## config.mk

```make
export PLATFORM = sky130hd
export DESIGN_NAME = sysctl_regbank
export DESIGN_NICKNAME = d
export VERILOG_FILES = /design/src/rtl/sysctl_regbank.sv
export SDC_FILE = /design/constraint.sdc
export NUM_CORES = 1
export LEC_CHECK = 0
export CAP_MARGIN = 40
export CORE_MARGIN = 2
export CORE_UTILIZATION = 41
export CTS_BUF_LIST = sky130_fd_sc_hd__clkbuf_16
export CTS_CLUSTER_SIZE = 28
export DETAILED_ROUTE_END_ITERATION = 10
export PLACE_DENSITY = 0.76
export SLEW_MARGIN = 20
export SYNTH_ARGS = -nofsm -noshare
export SYNTH_HDL_FRONTEND = slang
export SYNTH_SLANG_ARGS = --single-unit
export TNS_END_PERCENT = 10
```

## constraint.sdc

```tcl
create_clock -name clk -period 2.4 [get_ports clk]
set_clock_uncertainty 0.15 [all_clocks]
set_input_delay 0.36 -clock clk [delete_from_list [all_inputs] [get_ports clk]]
set_output_delay 0.36 -clock clk [all_outputs]
set_load 0.01 [all_outputs]
```

## src/rtl/sysctl_regbank.sv

```systemverilog
module sysctl_regbank #(
  parameter int ADDR_W  = 16,
  parameter int DATA_W  = 8,
  parameter int CACHE_W = 4
) (
  input  logic              clk,
  input  logic              rst,
  input  logic [ADDR_W-1:0] addr,
  input  logic [DATA_W-1:0] wdata,
  input  logic              wr,
  input  logic              rd,
  output logic [DATA_W-1:0] rdata,
  output logic              err_stb,
  output logic              soft_reset,
  output logic              le_mode,
  output logic              disk_light,
  output logic              lock1_pulse,
  output logic              lock2_pulse,
  output logic [CACHE_W-1:0] cache_ctl,
  output logic              map_mode
);

  localparam logic [ADDR_W-1:0] P_RSTEND  = ADDR_W'(16'h0092);
  localparam logic [ADDR_W-1:0] P_CPUID   = ADDR_W'(16'h0800);
  localparam logic [ADDR_W-1:0] P_FEAT    = ADDR_W'(16'h0802);
  localparam logic [ADDR_W-1:0] P_STAT    = ADDR_W'(16'h0803);
  localparam logic [ADDR_W-1:0] P_DISK    = ADDR_W'(16'h0808);
  localparam logic [ADDR_W-1:0] P_EQUIP   = ADDR_W'(16'h080C);
  localparam logic [ADDR_W-1:0] P_LOCK1   = ADDR_W'(16'h0810);
  localparam logic [ADDR_W-1:0] P_LOCK2   = ADDR_W'(16'h0812);
  localparam logic [ADDR_W-1:0] P_INVAL   = ADDR_W'(16'h0814);
  localparam logic [ADDR_W-1:0] P_KEY     = ADDR_W'(16'h0818);
  localparam logic [ADDR_W-1:0] P_CACHE   = ADDR_W'(16'h081C);
  localparam logic [ADDR_W-1:0] P_L2INFO  = ADDR_W'(16'h0823);
  localparam logic [ADDR_W-1:0] P_MAP     = ADDR_W'(16'h0850);

  localparam logic [DATA_W-1:0] V_CPUID  = DATA_W'(8'hEF);
  localparam logic [DATA_W-1:0] V_FEAT   = DATA_W'(8'hAD);
  localparam logic [DATA_W-1:0] V_STAT   = DATA_W'(8'hE0);
  localparam logic [DATA_W-1:0] V_EQUIP  = DATA_W'(8'h3C);
  localparam logic [DATA_W-1:0] V_EXTF   = DATA_W'(8'h39);
  localparam logic [DATA_W-1:0] V_L2INFO = DATA_W'(8'h03);

  logic              wr_ok;
  logic [DATA_W-1:0] rd_mux;

  always_comb begin
    case (addr)
      P_RSTEND, P_CPUID, P_FEAT, P_STAT, P_DISK, P_LOCK1,
      P_LOCK2, P_INVAL, P_CACHE, P_MAP: wr_ok = 1'b1;
      default:                          wr_ok = 1'b0;
    endcase
  end

  always_comb begin
    case (addr)
      P_RSTEND: rd_mux = '0;
      P_CPUID:  rd_mux = V_CPUID;
      P_FEAT:   rd_mux = V_FEAT;
      P_STAT:   rd_mux = V_STAT;
      P_EQUIP:  rd_mux = V_EQUIP;
      P_LOCK1:  rd_mux = V_EXTF;
      P_KEY:    rd_mux = '0;
      P_CACHE:  rd_mux = DATA_W'(cache_ctl);
      P_L2INFO: rd_mux = V_L2INFO;
      P_MAP:    rd_mux = DATA_W'(map_mode);
      default:  rd_mux = '1;
    endcase
  end

  always_ff @(posedge clk) begin
    if (rst) begin
      soft_reset  <= 1'b0;
      le_mode     <= 1'b0;
      disk_light  <= 1'b0;
      cache_ctl   <= '0;
      map_mode    <= 1'b0;
      lock1_pulse <= 1'b0;
      lock2_pulse <= 1'b0;
      err_stb     <= 1'b0;
    end else begin
      lock1_pulse <= wr && addr == P_LOCK1;
      lock2_pulse <= wr && addr == P_LOCK2;
      err_stb     <= wr && !wr_ok;
      if (wr) begin
        case (addr)
          P_RSTEND: begin
            soft_reset <= wdata[0];
            le_mode    <= wdata[1];
          end
          P_DISK:  disk_light <= wdata[0];
          P_CACHE: cache_ctl  <= wdata[CACHE_W-1:0];
          P_MAP:   map_mode   <= wdata[0];
          default: ;
        endcase
      end
    end
  end

  always_ff @(posedge clk) begin
    if (rst)     rdata <= '0;
    else if (rd) rdata <= rd_mux;
  end


  lock1_pulse_chk: assert property (@(posedge clk) disable iff (rst)
    (wr && addr == P_LOCK1) |=> lock1_pulse);

  lock1_quiet_chk: assert property (@(posedge clk) disable iff (rst)
    !(wr && addr == P_LOCK1) |=> !lock1_pulse);

  lock2_pulse_chk: assert property (@(posedge clk) disable iff (rst)
    (wr && addr == P_LOCK2) |=> lock2_pulse);

  bad_write_chk: assert property (@(posedge clk) disable iff (rst)
    (wr && !wr_ok) |=> (err_stb && $stable(cache_ctl) && $stable(map_mode)
                        && $stable(soft_reset) && $stable(le_mode)
                        && $stable(disk_light) && !lock1_pulse && !lock2_pulse));

  ignored_write_chk: assert property (@(posedge clk) disable iff (rst)
    (wr && (addr == P_CPUID || addr == P_INVAL)) |=> !err_stb);

  soft_reset_chk: assert property (@(posedge clk) disable iff (rst)
    (wr && addr == P_RSTEND) |=> soft_reset == $past(wdata[0]));

  port92_read_chk: assert property (@(posedge clk) disable iff (rst)
    (rd && addr == P_RSTEND) |=> rdata == '0);

  rdata_hold_chk: assert property (@(posedge clk) disable iff (rst)
    !rd |=> $stable(rdata));

endmodule

```

# Yosys cells after proc, flatten, opt, wreduce, memory -nomap -nowiden
# Cells that the tools add are included.
# word_totals
ff_bits,19
wordCells,34
# classes
eq_ne,13
n_mux,2
n_reduce_logical,10
# ops
cell,n
"16-bit by 12-bit equality test with 1-bit output, second input constant",12
8-bit case mux with 9 select lines,1
"16-bit by 8-bit equality test with 1-bit output, second input constant",1
10-bit OR reduction,1
2-bit AND reduction,4
1-bit logical AND,3
2-bit OR reduction,1
1-bit zero test,1
1-bit 2-to-1 mux,1

# Longest topological paths before layout
# Gate-level depths: netlist of the first run.
# depth
depth_word,5
ltp_mapped,6
ltp_nobuf,5

# Worst setup path before layout of the first run
# No wires, ideal clock.
# synth_timing
path_kind,input-to-reg
start,input port addr[3]
end,register rdata[6]
setup_time_ps,134
arrival_ps,1920
required_time_ps,2116
path_slack_ps,197
cell_stages,6
n_path_buf,1
path_cell_list,buf_6 or4b_4 or4_4 a21o_1 o2111ai_4 a31oi_1
# synth_via
elab_chain_cells,3
elab_cells_between_ends,12
# synth_rtl
element,line,text
"start, declared",8,"input logic [ADDR_W-1:0] addr,"
16-bit by 8-bit equality test with 1-bit output / 16-bit by 12-bit equality test with 1-bit output (equally long branches),56,case (addr)
2-bit OR reduction (no source line),n/a,
8-bit case mux with 9 select lines (*),56,
"end signal, assigned",102,else if (rd) rdata <= rd_mux;
"end, declared",12,"output logic [DATA_W-1:0] rdata,"
# Mark *: on every way between the ends. The rest lies on a longest branch, timed or not.
# A chain may end at the register's enable or synchronous reset.

# Worst setup path in the final report of the first run
# layout_timing
start,input port addr[4]
end,register rdata[5]
# Same word-level chain as after synthesis.

==> results of run 1 <==
[registers in the layout, indices dropped and copies added, names as in the netlist]
| register | flops |
|---|---|
| rdata | 8 |
| le_mode | 1 |
| err_stb | 1 |
| lock1_pulse | 1 |
| disk_light | 1 |
| map_mode | 1 |
| soft_reset | 1 |
| lock2_pulse | 1 |
| cache_ctl | 4 |
[area by class of cell]
type                            instances  area, um2
Clock buffer                            3       75.1
Clock inverter                          1       3.75
Fill cell                             224        768
Inverter                                1       3.75
Multi-Input combinational cell         96        636
Sequential cell                        19        380
Tap cell                               30       37.5
Timing Repair Buffer                   61        573
[power by group]
part	internal (mW)	leakage (nW)	switching, mW
sequential	0.326	0.156	0.00528
clock	0.221	0.0423	0.111
combinational	0.0806	0.498	0.0542
total	0.628	0.696	0.171
[metal layers]
metal / up-vias / track usage, %
li1: 580 / -
met1: 572 / 25.9
met2: 41 / 39.1
met3: 4 / 5.65
met4: 0 / 7.72
met5: - / 0
[cell usage in the layout, fill, tap and decap left out, drive strengths merged, types with 6 or more instances in the layout]
| cell type | netlist | layout |
|---|---|---|
| a21oi | 7 | 7 |
| clkdlybuf4s50 | 0 | 38 |
| nor2 | 16 | 16 |
| nand3 | 6 | 6 |
| buf | 4 | 19 |
| a211oi | 6 | 6 |
| nand2 | 8 | 8 |
| dfxtp | 19 | 19 |
| o21bai | 6 | 6 |
[worst max-delay path: cells and delay by family]
family / cells / cell delay, ns
AO/OA/AOI/OAI: 2 / 0.43
buffers and inverters: 2 / 0.61
AND/OR/NAND/NOR: 3 / 0.81
[path summary, 6_finish.rpt]
| check | cells after the start | endpoint |
|---|---|---|
| worst max-delay path | 7 | rdata[5] |
| worst min-delay path | 2 | rdata[1] |
| worst max register to register | 4 | rdata[0] |
| worst min register to register | 2 | rdata[1] |
[cell usage after synthesis (all sizes together)]
| library cell | number | area (um2) |
|---|---|---|
| inv | 1 | 3.75 |
| and3 | 2 | 12.5 |
| o21bai | 6 | 45.0 |
| clkbuf | 1 | 3.75 |
| dfxtp | 19 | 380 |
| a21o | 1 | 7.51 |
| nor3 | 5 | 25.0 |
| o22ai | 1 | 6.26 |
| nand4b | 2 | 17.5 |
| nand2 | 8 | 30.0 |
| a21oi | 7 | 35.0 |
| o211a | 1 | 10.0 |
| a31oi | 5 | 31.3 |
| mux2i | 5 | 50.1 |
| o211ai | 1 | 7.51 |
| xor2 | 1 | 8.76 |
| dlygate4sd1 | 1 | 8.76 |
| buf | 4 | 41.3 |
| nor4 | 2 | 18.8 |
| and4bb | 2 | 25.0 |
| nand2b | 3 | 18.8 |
| nor4bb | 1 | 10.0 |
| a211oi | 6 | 45.0 |
| o2111ai | 1 | 26.3 |
| or4 | 2 | 18.8 |
| nand3b | 1 | 7.51 |
| or4b | 1 | 13.8 |
| nor4b | 2 | 17.5 |
| o21ai | 5 | 25.0 |
| nor2 | 16 | 60.1 |
| nand3 | 6 | 30.0 |
| and4b | 2 | 20.0 |
| a21boi | 1 | 7.51 |
[cell families after synthesis]
| kind of cell | share of synthesized area [%] |
|---|---|
| and+or+nand+nor | 30.4 |
| AOI/OAI and AO/OA | 23.1 |
| DFF | 35.6 |
| muxes | 4.68 |
| xor gates and xnor gates | 0.820 |
| buffers and inverters | 5.39 |
[per-stage QoR]
stage | setup slack [ns] | power, mW
after floorplan | 0.197 | 0.390
after global placement | -0.183 | 0.468
after detailed placement | -0.224 | 0.472
after CTS | 0.0237 | 0.806
after global routing | 0.0732 | 0.827
final | 0.205 | 0.799
[timing repair]
action	in CTS	in global routing
hold buffers	0	0
resized for setup	0	5
setup buffers	0	0
setup endpoints to repair	0	9
==> impl_metrics.yaml, run 1 <==
worst_setup_path:
  cp.arrival_ns: 2.21
  worstPathRequired_ns: 2.42
  startpoint_type: "primary input"
  crit_fanout: 7
  path_class: "primary input to register"
  slowest_stage: "nor4b_1"
  path_cells: "clkdlybuf4s50_1 -> nor4b_1 -> nand4b_1 -> buf_4 -> o21bai_1 -> and3_1 -> a211oi_1"
  r2r-start: "map_mode"
  endpoint_kind: "register"
  slowest_delay_ns: 0.45
  rrSetupSlack_ns: 1.33
  worstSetupStartpoint: "addr[4]"
timing:
  finalCritPeriodShare_pct: 91.5
  fin_crit_ns: 2.20
  fmax_mhz: 456
  whs_ns: 0.341
  maxSlewHeadroom_pct: 70.5
  final_max_slew_viol_count: 0
  rsz0062_at_grt: "false"
  worst_slew_pin_slew_ns: 0.436
  tns_ns: 0
  setup_viol: 0
  hold_viol: 0
final_layout:
  fin_cells: 211
  area_delta_synth_final_pct: 60.0
  n_antenna_cell: 0
  nNetsFinal: 210
  final_util_pct: 69.0
  design_area_um2: 1710
  drive_gt1_share_pct: 16.0
synth:
  yosysWarnings: 0
  synth_area_um2: 1070
  ys_seq_area_share_pct: 35.6
  syn-num-nets: 150
  synth_seq_cells: 19
  syn-mean-instance-area_um2: 8.76
  syn_inst: 122
  synth_cell_types: 36
global_route:
  grt_pass1_vias: 1073
  antenna_found_initial: 0
  grt_pass1_wl_mm: 4.77
  grt_usage_pct: 22.2
  grt_max_degree: 17
  overflow: 0
clock_network:
  cts_tree: "yes"
  path_clk_slew_ns: 0.05
  root_buffer: "clkbuf_16"
  h-tree-depth: 1
  cts.sink_count: 19
  clk-insertion-delay-late_ns: 0.25
  cts_buffer_depth: 2
  cts_made_buffers: 3
route:
  drc_errors: 0
  initialDrtViolationCount: 27
  highest_layer: "met4"
  dr.pass1.iters: 4
  wirelength_met1_mm: 1.27
  detail_route.wl_per_cell_um: 14.4
  wirelength_mm: 3.05
  met2_length_mm: 1.55
  vias: 1197
  vias_per_cell: 5.67
  drtAntennaViolNets: 0
  wl_met3_um: 181
status:
  status: "finished clean"
die:
  start_util_pct: 43.1
  core_um2: 2480
  dieArea_um2: 3030
  die_x_um: 55.1
  die_h_um: 55.1
  ios: 47
  fp-row-count: 18
placed_design:
  dpl.hpwl_mm: 2.37
  place_area_um2: 1620
  io_buffers: 42
  place.gp.congestion: 0.851
  dp_cells: 207
job:
  drv_cap: 0
pwr:
  p_leak_nw: 0.696
  vdd_drop_max_mv: 0.490
  powerDensity_nw_per_um2: 467
min_path:
  min_from: "rdata[1]"
  hold_class: "register to register"
Power figures use the tool's default switching activity.
==> inputs of run 2 (changes only) <==
Settings changed: GPL_ROUTABILITY_DRIVEN set to 0.
==> run 2 against run 1 <==
  * Combinational power about the same
  * Sequential cell count unchanged
  * Highest routed layer unchanged
  * Total power grew 2.0%
  * Routed wire length shrank 2.6%
  * Sequential power about the same
  * Die area did not move
  * Maximum frequency is 0.74% lower
  * Design area decreased by 0.66%
  * Largest power group is now the clock network
==> impl_metrics.yaml, run 2 (synthesis gave the netlist of run 1 again) <==
route:
  initialDrtViolationCount: 26
  dr.pass1.iters: 4
  drc_errors: 0
  wirelength_mm: 2.97
  drtAntennaViolNets: 0
  vias_per_cell: 5.55
  vias: 1166
  detail_route.wl_per_cell_um: 14.1
pwr:
  vdd_drop_max_mv: 0.341
  powerDensity_nw_per_um2: 480
  power_uw: 815
  p_leak_nw: 0.690
timing:
  rsz0062_at_grt: "false"
  tns_ns: 0
  final_max_slew_viol_count: 0
  setup_viol: 0
  finalCritPeriodShare_pct: 92.1
  fin_crit_ns: 2.21
  worst_slew_pin_slew_ns: 0.423
  whs_ns: 0.332
  maxSlewHeadroom_pct: 71.4
  fmax_mhz: 452
  hold_viol: 0
worst_setup_path:
  crit_fanout: 5
  worstPathRequired_ns: 2.42
  r2r-start: "map_mode"
  r2r_end: "rdata[0]"
  cp.arrival_ns: 2.23
  worstSetupStartpoint: "addr[7]"
  endpoint: "rdata[5]"
  endpoint_kind: "register"
  startpoint_type: "primary input"
  rrSetupSlack_ns: 1.37
  path_class: "primary input to register"
  rr_worst_depth: 4
final_layout:
  drive_gt1_share_pct: 15.6
  top_register: "rdata"
  final_common_cell: "clkdlybuf4s50_1"
  largest_reg_flops: 8
  layout_common_cells: "clkdlybuf4s50_1, dfxtp_1, buf_4"
  n_antenna_cell: 0
  area_delta_synth_final_pct: 58.9
  nNetsFinal: 209
  reg_top3: "rdata x8, cache_ctl x4"
  final_util_pct: 68.5
  nFillCells: 215
die:
  dieArea_um2: 3030
  start_util_pct: 43.1
  die_x_um: 55.1
  die_h_um: 55.1
  fp-row-count: 18
  core_um2: 2480
  ios: 47
clock_network:
  root_buffer: "clkbuf_16"
  cts_buffer_depth: 2
  h-tree-depth: 1
  cts.sink_count: 19
  cts_resized: 0
  path_clk_slew_ns: 0.06
  cts_made_buffers: 3
  clk-insertion-delay-late_ns: 0.25
  cts_hold_buf: 0
  postCtsSetupBuffers: 0
  cts_tree: "yes"
job:
  drv_cap: 0
placed_design:
  dpl.hpwl_mm: 2.28
  io_buffers: 42
global_route:
  grt.busiest_layer: "met2"
  grt.met2_usage_pct: 39.3
  grt_usage_pct: 21.7
  grt_use_met3_pct: 2.69
  overflow: 0
  grt_max_degree: 17
  grt_pass1_wl_mm: 4.82
  antenna_found_initial: 0
  grt_pass1_vias: 1118
  use_met1_pct: 26.2
min_path:
  hold_class: "register to register"
status:
  status: "finished clean"
## run 2: stage by stage
| stage | worst slack, ns | instance area [um2] | instances |
|---|---|---|---|
| global route | 0.0829 | 1700 | 210 |
| CTS | 0.0309 | 1690 | 210 |
| detailed placement | -0.215 | 1610 | 206 |
| finish | 0.189 | 1700 | 210 |
| global placement | -0.180 | 1610 | 206 |
| floorplan | 0.197 | 1070 | 122 |
## run 2: area by class of cell
| type | count | area (um2) | share of cell area [%] |
|---|---|---|---|
| clock buffer | 3 | 75.1 | 4.42 |
| clock inverter | 1 | 5.00 | 0.295 |
| inverter | 1 | 3.75 | 0.221 |
| multi-input combinational | 96 | 631 | 37.1 |
| sequential | 19 | 380 | 22.4 |
| tap | 30 | 37.5 | 2.21 |
| timing repair buffer | 60 | 566 | 33.3 |
## run 2: worst max-delay path, cell delays in order
cell and delay, ns:
clkdlybuf4s50_1 0.42, buf_4 0.14, nor4bb_1 0.29, buf_4 0.18
and4b_1 0.29, nand2_1 0.16, and3_1 0.20, a211oi_1 0.20
## run 2: worst min-delay path by stage
stage	from	endpoint	slack [ns]	depth (start not counted)
CTS	le_mode	le_mode	0.34	2
detailed placement	le_mode	le_mode	0.32	2
global route	rdata[2]	rdata[2]	0.35	2
global placement	soft_reset	soft_reset	0.32	2
floorplan	rst	rdata[5]	0.28	1
finish	le_mode	le_mode	0.33	2
## run 2: report_power, final
group	internal (mW)	total, mW	switching, mW
logic	0.0804	0.134	0.0535
registers	0.326	0.331	0.00506
clock network	0.224	0.350	0.126
## run 2: routing by layer
metal,wire length [um],up-vias
li1,-,582
met1,1320,543
met2,1470,34
met3,124,7
met4,48,0
met5,0,-
==> inputs of run 3 (changes only) <==
Settings changed: RECOVER_POWER set to 25.
==> run 3 against run 2 <==
  * Combinational power barely moved
  * Hold slack did not move
  * Non-clock buffer count did not move
  * Setup slack did not move
  * Design area did not move
  * Clock-buffer cell count did not move
  * Die area did not move
  * Global-route usage did not move
  * Core utilization did not move
==> impl_metrics.yaml, run 3 (synthesis gave the netlist of run 1 again) <==
route:
  vias: 1166
  initialDrtViolationCount: 26
  drc_errors: 0
  detail_route.wl_per_cell_um: 14.1
  dr.pass1.iters: 4
  vias_per_cell: 5.55
  wirelength_mm: 2.96
  drtAntennaViolNets: 0
timing:
  fin_crit_ns: 2.21
  worst_slew_pin_slew_ns: 0.423
  rsz0062_at_grt: "false"
  setup_viol: 0
  maxSlewHeadroom_pct: 71.4
  hold_viol: 0
  whs_ns: 0.332
  final_max_slew_viol_count: 0
  fmax_mhz: 452
  tns_ns: 0
  finalCritPeriodShare_pct: 92.1
worst_setup_path:
  crit_fanout: 5
  cp.arrival_ns: 2.23
  path_class: "primary input to register"
  startpoint_type: "primary input"
  endpoint_kind: "register"
  worstPathRequired_ns: 2.42
die:
  start_util_pct: 43.1
  die_x_um: 55.1
  die_h_um: 55.1
  dieArea_um2: 3030
  fp-row-count: 18
  core_um2: 2480
  ios: 47
pwr:
  p_leak_nw: 0.711
  powerDensity_nw_per_um2: 479
  p_sw_share_pct: 22.7
  power_frac_seq_pct: 40.7
  vdd_drop_max_mv: 0.340
  p_sw_uw: 185
  p_comb_share_pct: 16.2
  pwr-share-clk_pct: 43.1
  p_int_uw: 628
job:
  drv_cap: 0
final_layout:
  fin_cells: 210
  drive_gt1_share_pct: 15.6
  area_delta_synth_final_pct: 58.9
  top_register: "rdata"
  layout_common_cells: "clkdlybuf4s50_1, dfxtp_1, buf_4"
  nNetsFinal: 209
  n_antenna_cell: 0
  reg_top3: "rdata x8, cache_ctl x4"
  final_common_cell: "clkdlybuf4s50_1"
  largest_reg_flops: 8
global_route:
  grt_max_degree: 17
  grt_pass1_vias: 1118
  grt_pass1_wl_mm: 4.82
  overflow: 0
  antenna_found_initial: 0
  grt_usage_pct: 21.7
clock_network:
  path_clk_slew_ns: 0.06
  cts_resized: 0
  cts.sink_count: 19
  cts_made_buffers: 3
  h-tree-depth: 1
  cts_tree: "yes"
  clk-insertion-delay-late_ns: 0.25
  cts_hold_buf: 0
  postCtsSetupBuffers: 0
  cts_buffer_depth: 2
  root_buffer: "clkbuf_16"
placed_design:
  io_buffers: 42
  dp_cells: 206
  dpl.hpwl_mm: 2.28
status:
  status: "finished clean"
min_path:
  hold_class: "register to register"
## run 3: area by class of cell
type                    count  area (um2)
clock buffers               3        75.1
clock inverters             1        5.00
fillers                   215         779
inverters                   1        3.75
multi-input cells          96         631
flip-flops and latches     19         380
well taps                  30        37.5
repair buffers             60         566
## run 3: through the flow
stage / power, mW / util (%) / setup WS, ns / instance area (um2)
finish: 0.813 / 68.5 / 0.189 / 1700
global route: 0.841 / 68.5 / 0.0829 / 1700
CTS: 0.818 / 68.1 / 0.0309 / 1690
detailed placement: 0.472 / 64.9 / -0.215 / 1610
global placement: 0.468 / 64.9 / -0.180 / 1610
floorplan: 0.390 / - / 0.197 / 1070
## run 3: worst paths after layout
path	from	to	slack [ns]	cells after the start
setup / recovery	addr[7]	rdata[5]	0.19	8
hold / removal	le_mode	le_mode	0.33	2
setup reg to reg	map_mode	rdata[0]	1.37	4
hold reg to reg	le_mode	le_mode	0.33	2
## run 3: critical path: stages
cell and delay [ns]:
clkdlybuf4s50_1 0.42, buf_4 0.14, nor4bb_1 0.29, buf_4 0.18, and4b_1 0.29, nand2_1 0.16, and3_1 0.20, a211oi_1 0.20
## run 3: metal layers
metal  up-vias  GRT usage, %  share of wire [%]
met5         -             0                  0
met3         7          2.69                4.2
li1        582             -                  -
met2        34          39.3                 50
met4         0          7.32                1.6
met1       543          26.2                 45
## run 3: power by group through the flow
| stage | Combinational (mW) | Clock [mW] | Sequential [mW] |
|---|---|---|---|
| finish | 0.132 | 0.350 | 0.331 |
| global route | 0.143 | 0.366 | 0.332 |
| CTS | 0.134 | 0.352 | 0.331 |
| detailed placement | 0.134 | 0 | 0.338 |
| global placement | 0.131 | 0 | 0.337 |
| floorplan | 0.0475 | 0 | 0.343 |
